File: src/rtl/wls_pkg.sv
package wls_pkg;
  typedef enum logic {
    MODE_COARSE = 1'b0,
    MODE_FINE   = 1'b1
  } mode_e;

  typedef enum logic {
    DIR_DOWN = 1'b0,
    DIR_UP   = 1'b1
  } dir_e;
endpackage

File: src/rtl/wls_period_timer.sv
module wls_period_timer #(
  parameter int SAMPLE_TICKS = 6250
) (
  input  logic clk,
  input  logic rst,
  input  logic clear_i,
  input  logic run_i,
  input  logic tick_i,
  output logic fire_o
);
  localparam int CW = (SAMPLE_TICKS > 1) ? $clog2(SAMPLE_TICKS) : 1;
  localparam logic [CW-1:0] LAST = CW'(SAMPLE_TICKS - 1);

  logic [CW-1:0] cnt_q;

  assign fire_o = run_i & tick_i & (cnt_q == LAST);

  always_ff @(posedge clk) begin
    if (rst || clear_i) begin
      cnt_q <= '0;
    end else if (run_i && tick_i) begin
      cnt_q <= fire_o ? '0 : cnt_q + 1'b1;
    end
  end


  tick_gate_chk: assert property (@(posedge clk) disable iff (rst)
    (!tick_i && !clear_i) |=> $stable(cnt_q))
    else $error("period count moved without a tick");
endmodule

File: src/rtl/wls_count_move.sv
module wls_count_move #(
  parameter int W = 5
) (
  input  logic [W-1:0] cnt_i,
  input  logic [W-1:0] hi_i,
  input  logic         up_i,
  input  logic         coarse_i,
  output logic [W-1:0] nxt_o,
  output logic         blocked_o
);
  logic [W:0] cand;
  logic [W:0] hi_w;

  assign hi_w = {1'b0, hi_i};

  always_comb begin
    if (up_i) begin
      cand      = coarse_i ? {cnt_i, 1'b0} : ({1'b0, cnt_i} + (W+1)'(1));
      blocked_o = (cnt_i >= hi_i);
    end else begin
      if (cnt_i <= W'(1)) begin
        cand = (W+1)'(1);
      end else begin
        cand = coarse_i ? {1'b0, (cnt_i >> 1)} : ({1'b0, cnt_i} - (W+1)'(1));
      end
      blocked_o = (cnt_i <= W'(1));
    end
    if (cand > hi_w) begin
      cand = hi_w;
    end
    if (cand == '0) begin
      cand = (W+1)'(1);
    end
    nxt_o = cand[W-1:0];
  end
endmodule

File: src/rtl/wls_step_eval.sv
module wls_step_eval
  import wls_pkg::*;
#(
  parameter int W     = 5,
  parameter int IPC_W = 16
) (
  input  mode_e            mode_i,
  input  dir_e             dir_i,
  input  logic [W-1:0]     nc_i,
  input  logic [W-1:0]     ns_i,
  input  logic [W-1:0]     tot_i,
  input  logic [IPC_W-1:0] prev_i,
  input  logic [IPC_W-1:0] now_i,
  output mode_e            mode_o,
  output dir_e             dir_o,
  output logic [W-1:0]     nc_o,
  output logic [W-1:0]     ns_o,
  output logic [IPC_W-1:0] prev_o,
  output logic             finish_o
);
  logic [W-1:0] fwd_nxt, undo_nxt, dbl_nxt;
  logic         fwd_blk, undo_blk, dbl_blk;
  logic         better;
  logic [W-1:0] half_ns;
  logic [W-1:0] ns_less1;
  logic [W:0]   twice_ns;

  // One step along the current direction, at the stage's granularity
  wls_count_move #(.W(W)) fwd_u (
    .cnt_i(nc_i), .hi_i(tot_i), .up_i(dir_i == DIR_UP),
    .coarse_i(mode_i == MODE_COARSE), .nxt_o(fwd_nxt), .blocked_o(fwd_blk)
  );

  // Reverse unit step used to undo the last fine move
  wls_count_move #(.W(W)) undo_u (
    .cnt_i(nc_i), .hi_i(tot_i), .up_i(dir_i == DIR_DOWN),
    .coarse_i(1'b0), .nxt_o(undo_nxt), .blocked_o(undo_blk)
  );

  // Doubling used when the coarse stage hands over to the fine stage
  wls_count_move #(.W(W)) dbl_u (
    .cnt_i(nc_i), .hi_i(tot_i), .up_i(1'b1),
    .coarse_i(1'b1), .nxt_o(dbl_nxt), .blocked_o(dbl_blk)
  );

  assign better   = (now_i > prev_i);
  assign half_ns  = ns_i >> 1;
  assign ns_less1 = ns_i - W'(1);
  assign twice_ns = {ns_i, 1'b0};

  always_comb begin
    mode_o   = mode_i;
    dir_o    = dir_i;
    nc_o     = nc_i;
    ns_o     = ns_i;
    prev_o   = prev_i;
    finish_o = 1'b0;
    if (mode_i == MODE_COARSE) begin
      if (better) begin
        prev_o = now_i;
        if (fwd_blk) begin
          finish_o = 1'b1;
        end else begin
          nc_o = fwd_nxt;
        end
      end else begin
        prev_o = '0;
        if (nc_i == half_ns) begin
          dir_o = DIR_UP;
          nc_o  = ns_i;
        end else begin
          nc_o   = (dir_i == DIR_DOWN) ? dbl_nxt : nc_i;
          ns_o   = (dir_i == DIR_DOWN) ? dbl_nxt : nc_i;
          dir_o  = DIR_DOWN;
          mode_o = MODE_FINE;
        end
      end
    end else begin
      if (better) begin
        prev_o = now_i;
        if ((nc_i == half_ns) || ({1'b0, nc_i} == twice_ns) ||
            (nc_i > tot_i) || fwd_blk) begin
          finish_o = 1'b1;
        end else begin
          nc_o = fwd_nxt;
        end
      end else begin
        prev_o = '0;
        if (nc_i == ns_less1) begin
          nc_o  = ns_i;
          dir_o = DIR_UP;
        end else begin
          nc_o     = undo_nxt;
          finish_o = 1'b1;
        end
      end
    end
  end

  logic unused_blk;
  assign unused_blk = undo_blk ^ dbl_blk;
endmodule

File: src/rtl/warp_limit_search.sv
module warp_limit_search
  import wls_pkg::*;
#(
  parameter int CNT_W        = 5,
  parameter int IPC_W        = 16,
  parameter int SAMPLE_TICKS = 6250
) (
  input  logic             clk,
  input  logic             rst,
  input  logic             kernel_init_i,
  input  logic             search_start_i,
  input  logic [CNT_W-1:0] warp_total_i,
  input  logic [CNT_W-1:0] warp_cur_i,
  input  logic [IPC_W-1:0] ipc_sample_i,
  input  logic             period_tick_i,
  output logic [CNT_W-1:0] warp_limit_o,
  output logic             search_done_o,
  output logic [CNT_W-1:0] warp_final_o
);
  localparam logic [CNT_W-1:0] ONE = CNT_W'(1);

  logic             active_q;
  mode_e            mode_q;
  dir_e             dir_q;
  logic [CNT_W-1:0] nc_q, ns_q, tot_q, final_q;
  logic [IPC_W-1:0] prev_q;
  logic             done_q;

  logic             launch, fire;
  logic [CNT_W-1:0] tot_eff, cur_clamp, seed;

  mode_e            ev_mode;
  dir_e             ev_dir;
  logic [CNT_W-1:0] ev_nc, ev_ns;
  logic [IPC_W-1:0] ev_prev;
  logic             ev_finish;

  assign launch    = kernel_init_i | search_start_i;
  assign tot_eff   = (warp_total_i == '0) ? ONE : warp_total_i;
  assign cur_clamp = (warp_cur_i == '0) ? ONE :
                     (warp_cur_i > tot_eff) ? tot_eff : warp_cur_i;
  assign seed      = kernel_init_i ? tot_eff : cur_clamp;

  wls_period_timer #(.SAMPLE_TICKS(SAMPLE_TICKS)) timer_u (
    .clk(clk), .rst(rst), .clear_i(launch), .run_i(active_q),
    .tick_i(period_tick_i), .fire_o(fire)
  );

  wls_step_eval #(.W(CNT_W), .IPC_W(IPC_W)) eval_u (
    .mode_i(mode_q), .dir_i(dir_q), .nc_i(nc_q), .ns_i(ns_q), .tot_i(tot_q),
    .prev_i(prev_q), .now_i(ipc_sample_i),
    .mode_o(ev_mode), .dir_o(ev_dir), .nc_o(ev_nc), .ns_o(ev_ns),
    .prev_o(ev_prev), .finish_o(ev_finish)
  );

  always_ff @(posedge clk) begin
    if (rst) begin
      active_q <= 1'b0;
      mode_q   <= MODE_COARSE;
      dir_q    <= DIR_DOWN;
      nc_q     <= '1;
      ns_q     <= '1;
      tot_q    <= '1;
      prev_q   <= '0;
      final_q  <= '0;
      done_q   <= 1'b0;
    end else begin
      done_q <= 1'b0;
      if (launch) begin
        tot_q  <= tot_eff;
        mode_q <= MODE_COARSE;
        prev_q <= '0;
        if (tot_eff == ONE) begin
          nc_q     <= ONE;
          ns_q     <= ONE;
          dir_q    <= DIR_UP;
          active_q <= 1'b0;
          done_q   <= 1'b1;
          final_q  <= ONE;
        end else begin
          nc_q     <= seed;
          ns_q     <= seed;
          dir_q    <= (seed == ONE) ? DIR_UP : DIR_DOWN;
          active_q <= 1'b1;
        end
      end else if (fire) begin
        mode_q <= ev_mode;
        dir_q  <= ev_dir;
        nc_q   <= ev_nc;
        ns_q   <= ev_ns;
        prev_q <= ev_prev;
        if (ev_finish) begin
          active_q <= 1'b0;
          done_q   <= 1'b1;
          final_q  <= ev_nc;
        end
      end
    end
  end

  assign warp_limit_o  = nc_q;
  assign search_done_o = done_q;
  assign warp_final_o  = final_q;


  limit_bounds_chk: assert property (@(posedge clk) disable iff (rst)
    active_q |-> (warp_limit_o >= ONE && warp_limit_o <= tot_q))
    else $error("trial limit left 1..total");


  step_origin_chk: assert property (@(posedge clk) disable iff (rst)
    !$stable(warp_limit_o) |-> ($past(launch) || $past(fire)))
    else $error("limit changed without launch or step");


  done_pulse_chk: assert property (@(posedge clk) disable iff (rst)
    (search_done_o && !launch) |=> !search_done_o)
    else $error("done held longer than one cycle");


  final_match_chk: assert property (@(posedge clk) disable iff (rst)
    search_done_o |-> (warp_final_o == warp_limit_o))
    else $error("final count differs from limit at done");


  limit_hold_chk: assert property (@(posedge clk) disable iff (rst)
    (!active_q && !launch) |=> $stable(warp_limit_o))
    else $error("limit moved while settled");
endmodule

File: config.mk
export PLATFORM = sky130hd
export DESIGN_NAME = warp_limit_search
export DESIGN_NICKNAME = d
export VERILOG_FILES = /design/src/rtl/wls_pkg.sv /design/src/rtl/wls_period_timer.sv /design/src/rtl/wls_count_move.sv /design/src/rtl/wls_step_eval.sv /design/src/rtl/warp_limit_search.sv
export SDC_FILE = /design/constraint.sdc
export NUM_CORES = 1
export LEC_CHECK = 0
export ABC_AREA = 0
export BUFFER_PORTS_ARGS = -buffer_cell sky130_fd_sc_hd__buf_4
export CAP_MARGIN = 20
export CORE_ASPECT_RATIO = 0.9
export CORE_MARGIN = 3
export CORE_UTILIZATION = 60
export CTS_BUF_LIST = sky130_fd_sc_hd__clkbuf_4 sky130_fd_sc_hd__clkbuf_8
export DETAILED_ROUTE_END_ITERATION = 8
export HOLD_SLACK_MARGIN = 0.1
export PLACE_DENSITY = 0.79
export SLEW_MARGIN = 25
export SYNTH_ARGS = -nofsm -noshare
export SYNTH_HDL_FRONTEND = slang
export SYNTH_HIERARCHICAL = 1
export SYNTH_SLANG_ARGS = --single-unit
File: constraint.sdc
create_clock -name clk -period 5.3 [get_ports clk]
set_input_delay 0.265 -clock clk [delete_from_list [all_inputs] [get_ports clk]]
set_output_delay 0.265 -clock clk [all_outputs]
set_load 0.1 [all_outputs]
==> flow_metrics.tcl <==
set metrics [dict create \
    antenna_cells 0 \
    relSlewSlack_pct 38.7 \
    rows 33 \
    start_kind "register" \
    filler_cell_count 764 \
    yosysWarningCount 6 \
    worst_ep_required_time_ns 5.52 \
    path_clk_slew_ns 0.11 \
    layout_common_cells "nor2_1 (69), inv_1 (64), ha_1 (58), dfxtp_1 (53), buf_4 (53)" \
    cts_tree "yes" \
    seqCellArea_sq_mm 0.00106 \
    grt_pass1_wl_um 23700 \
    holdPathStages 2 \
    core_sq_mm 0.00921 \
    slowest_delay_ns 0.78 \
    ir_worst_vdd_mv 0.146 \
    fin_hold_ws_ns 0.300 \
    place_congestion 0.949 \
    post-route-period-util_pct 88.7 \
    cts_resized 0 \
    multi_input_area_sq_mm 0.00422 \
    cts_setup_buffers 0 \
    p_leak_nw 2.53 \
    synthToLayoutAreaGrowth_pct 8.18 \
    synth.avg_cell_area_sq_um 8.38 \
    grt_pass1_vias 4991 \
    synth_cells 681 \
    nNetsFinal 805 \
    grt_max_degree 26 \
    start_util_pct 62.0 \
    power.density_mw_per_mm2 204 \
    drtPass1Iterations 5 \
    hold_viol 0 \
    cp-end-kind "register" \
    finalSetupViolations 0 \
    grt_overflow 0 \
    cts_max_path_buffers 2 \
    wl_per_cell_um 16.6 \
    clock_skew_ns 0.0139 \
    cp_common_cell "o21ai_0" \
    drt_iter0_drc 329 \
    final_common_cell "nor2_1" \
    drcViolationCount 0 \
    layout_setup_ws_ns 0.601 \
    dp_hpwl_um 10700 \
    cp.arrival_ns 4.92 \
    ff2ff_path_depth 14 \
    antenna_found_initial 0 \
    finalCriticalPeriod_ns 4.70 \
    place_ws_ns 0.719 \
    vias_per_cell 6.15 \
    slowest_stage "dfxtp_1" \
    pin_count 42 \
    drive_above_1_share_pct 20.6 \
    numCtsBuffers 5 \
    crit_type "reg -> reg" \
    final.setup.tns_ns 0 \
    cts.sinks 53 \
    path_cells "buf_4 -> nor2b_1 -> o21ai_0 -> o2bb2ai_1 -> ha_1 -> o21ai_0 -> o21ai_0 -> a21oi_1 -> mux2_2 -> mux2_1 -> mux4_2 -> mux2_2 -> a21oi_1 -> nand2_1" \
    io_buffers 41 \
    syn_area_sq_mm 0.00571 \
    slew_viol_final 0 \
    max_freq_mhz 213 \
    drt-total-wl_um 13900 \
    drv_cap 0 \
    tightestPinTransition_ns 0.919 \
    cts_root_buf "clkbuf_8" \
    path_max_fanout 23 \
    die_w_um 109 \
    status "finished clean" \
    grt_use_total_pct 26.6 \
    die_area_sq_mm 0.0107 \
    antenna_left 0 \
    htreeDepth 2 \
    hold_buffers 0 \
    rsz0062_at_grt "false" \
    die_y_um 98.5 \
    clk_latency_ns 0.31 \
    min-delay-path-class "in -> reg" \
    dr_total_vias 5159 \
]
==> metal layers <==
layer	GRT usage [%]	routed length, um
met1	37.1	6290
met4	5.44	223
met2	44.9	6650
met3	2.42	777
met5	0	0
==> area by class of cell <==
type	instances	area share (%)
Multi-Input combinational cell	536	68.3
Sequential cell	53	17.2
Timing Repair Buffer	53	6.45
Inverter	67	4.07
Tap cell	122	2.47
Clock buffer	5	1.11
Clock inverter	3	0.426
==> worst max-delay path, delay by kind of cell, from the launching register on <==
family,cells,cell delay (ns)
AO/OA/AOI/OAI,6,1.33
adder cells (fa/ha/maj),1,0.31
buffers and inverters,1,0.40
multiplexers,4,1.44
AND/OR/NAND/NOR,2,0.32
flip-flops,1,0.78
==> stage by stage <==
step / utilization, % / total power, mW / instance area, sq um / cells
final: 67.0 / 1.26 / 6170 / 839
after global routing: 67.0 / 1.34 / 6170 / 839
after global placement: 66.0 / 0.994 / 6080 / 831
after floorplan: - / 0.890 / 5740 / 690
after CTS: 67.0 / 1.26 / 6170 / 839
after detailed placement: 66.0 / 1.02 / 6080 / 831
==> sequential cells by signal, summed over array words and instances (netlist names) <==
name           cells
active_q           1
dir_q              1
mode_q             1
ns_q               5
prev_q            16
search_done_o      1
timer_u/cnt_q     13
tot_q              5
warp_final_o       5
warp_limit_o       5
==> power by group <==
part	total, mW	internal [mW]	switching (mW)	leakage (nW)
sequential	0.447	0.410	0.0370	0.432
combinational	0.575	0.264	0.310	2.06
clock	0.240	0.0964	0.144	0.0423
total	1.26	0.770	0.491	2.53
==> path summary, 6_finish.rpt <==
kind / start / endpoint / slack (ns)
worst min-delay path: rst / warp_final_o[1] / 0.30
worst min register to register: warp_final_o[0] / warp_final_o[0] / 0.47
worst max-delay path: warp_limit_o[3] / warp_limit_o[4] / 0.60
worst max register to register: warp_limit_o[3] / warp_limit_o[4] / 0.60
(Power assumes the default switching activity.)
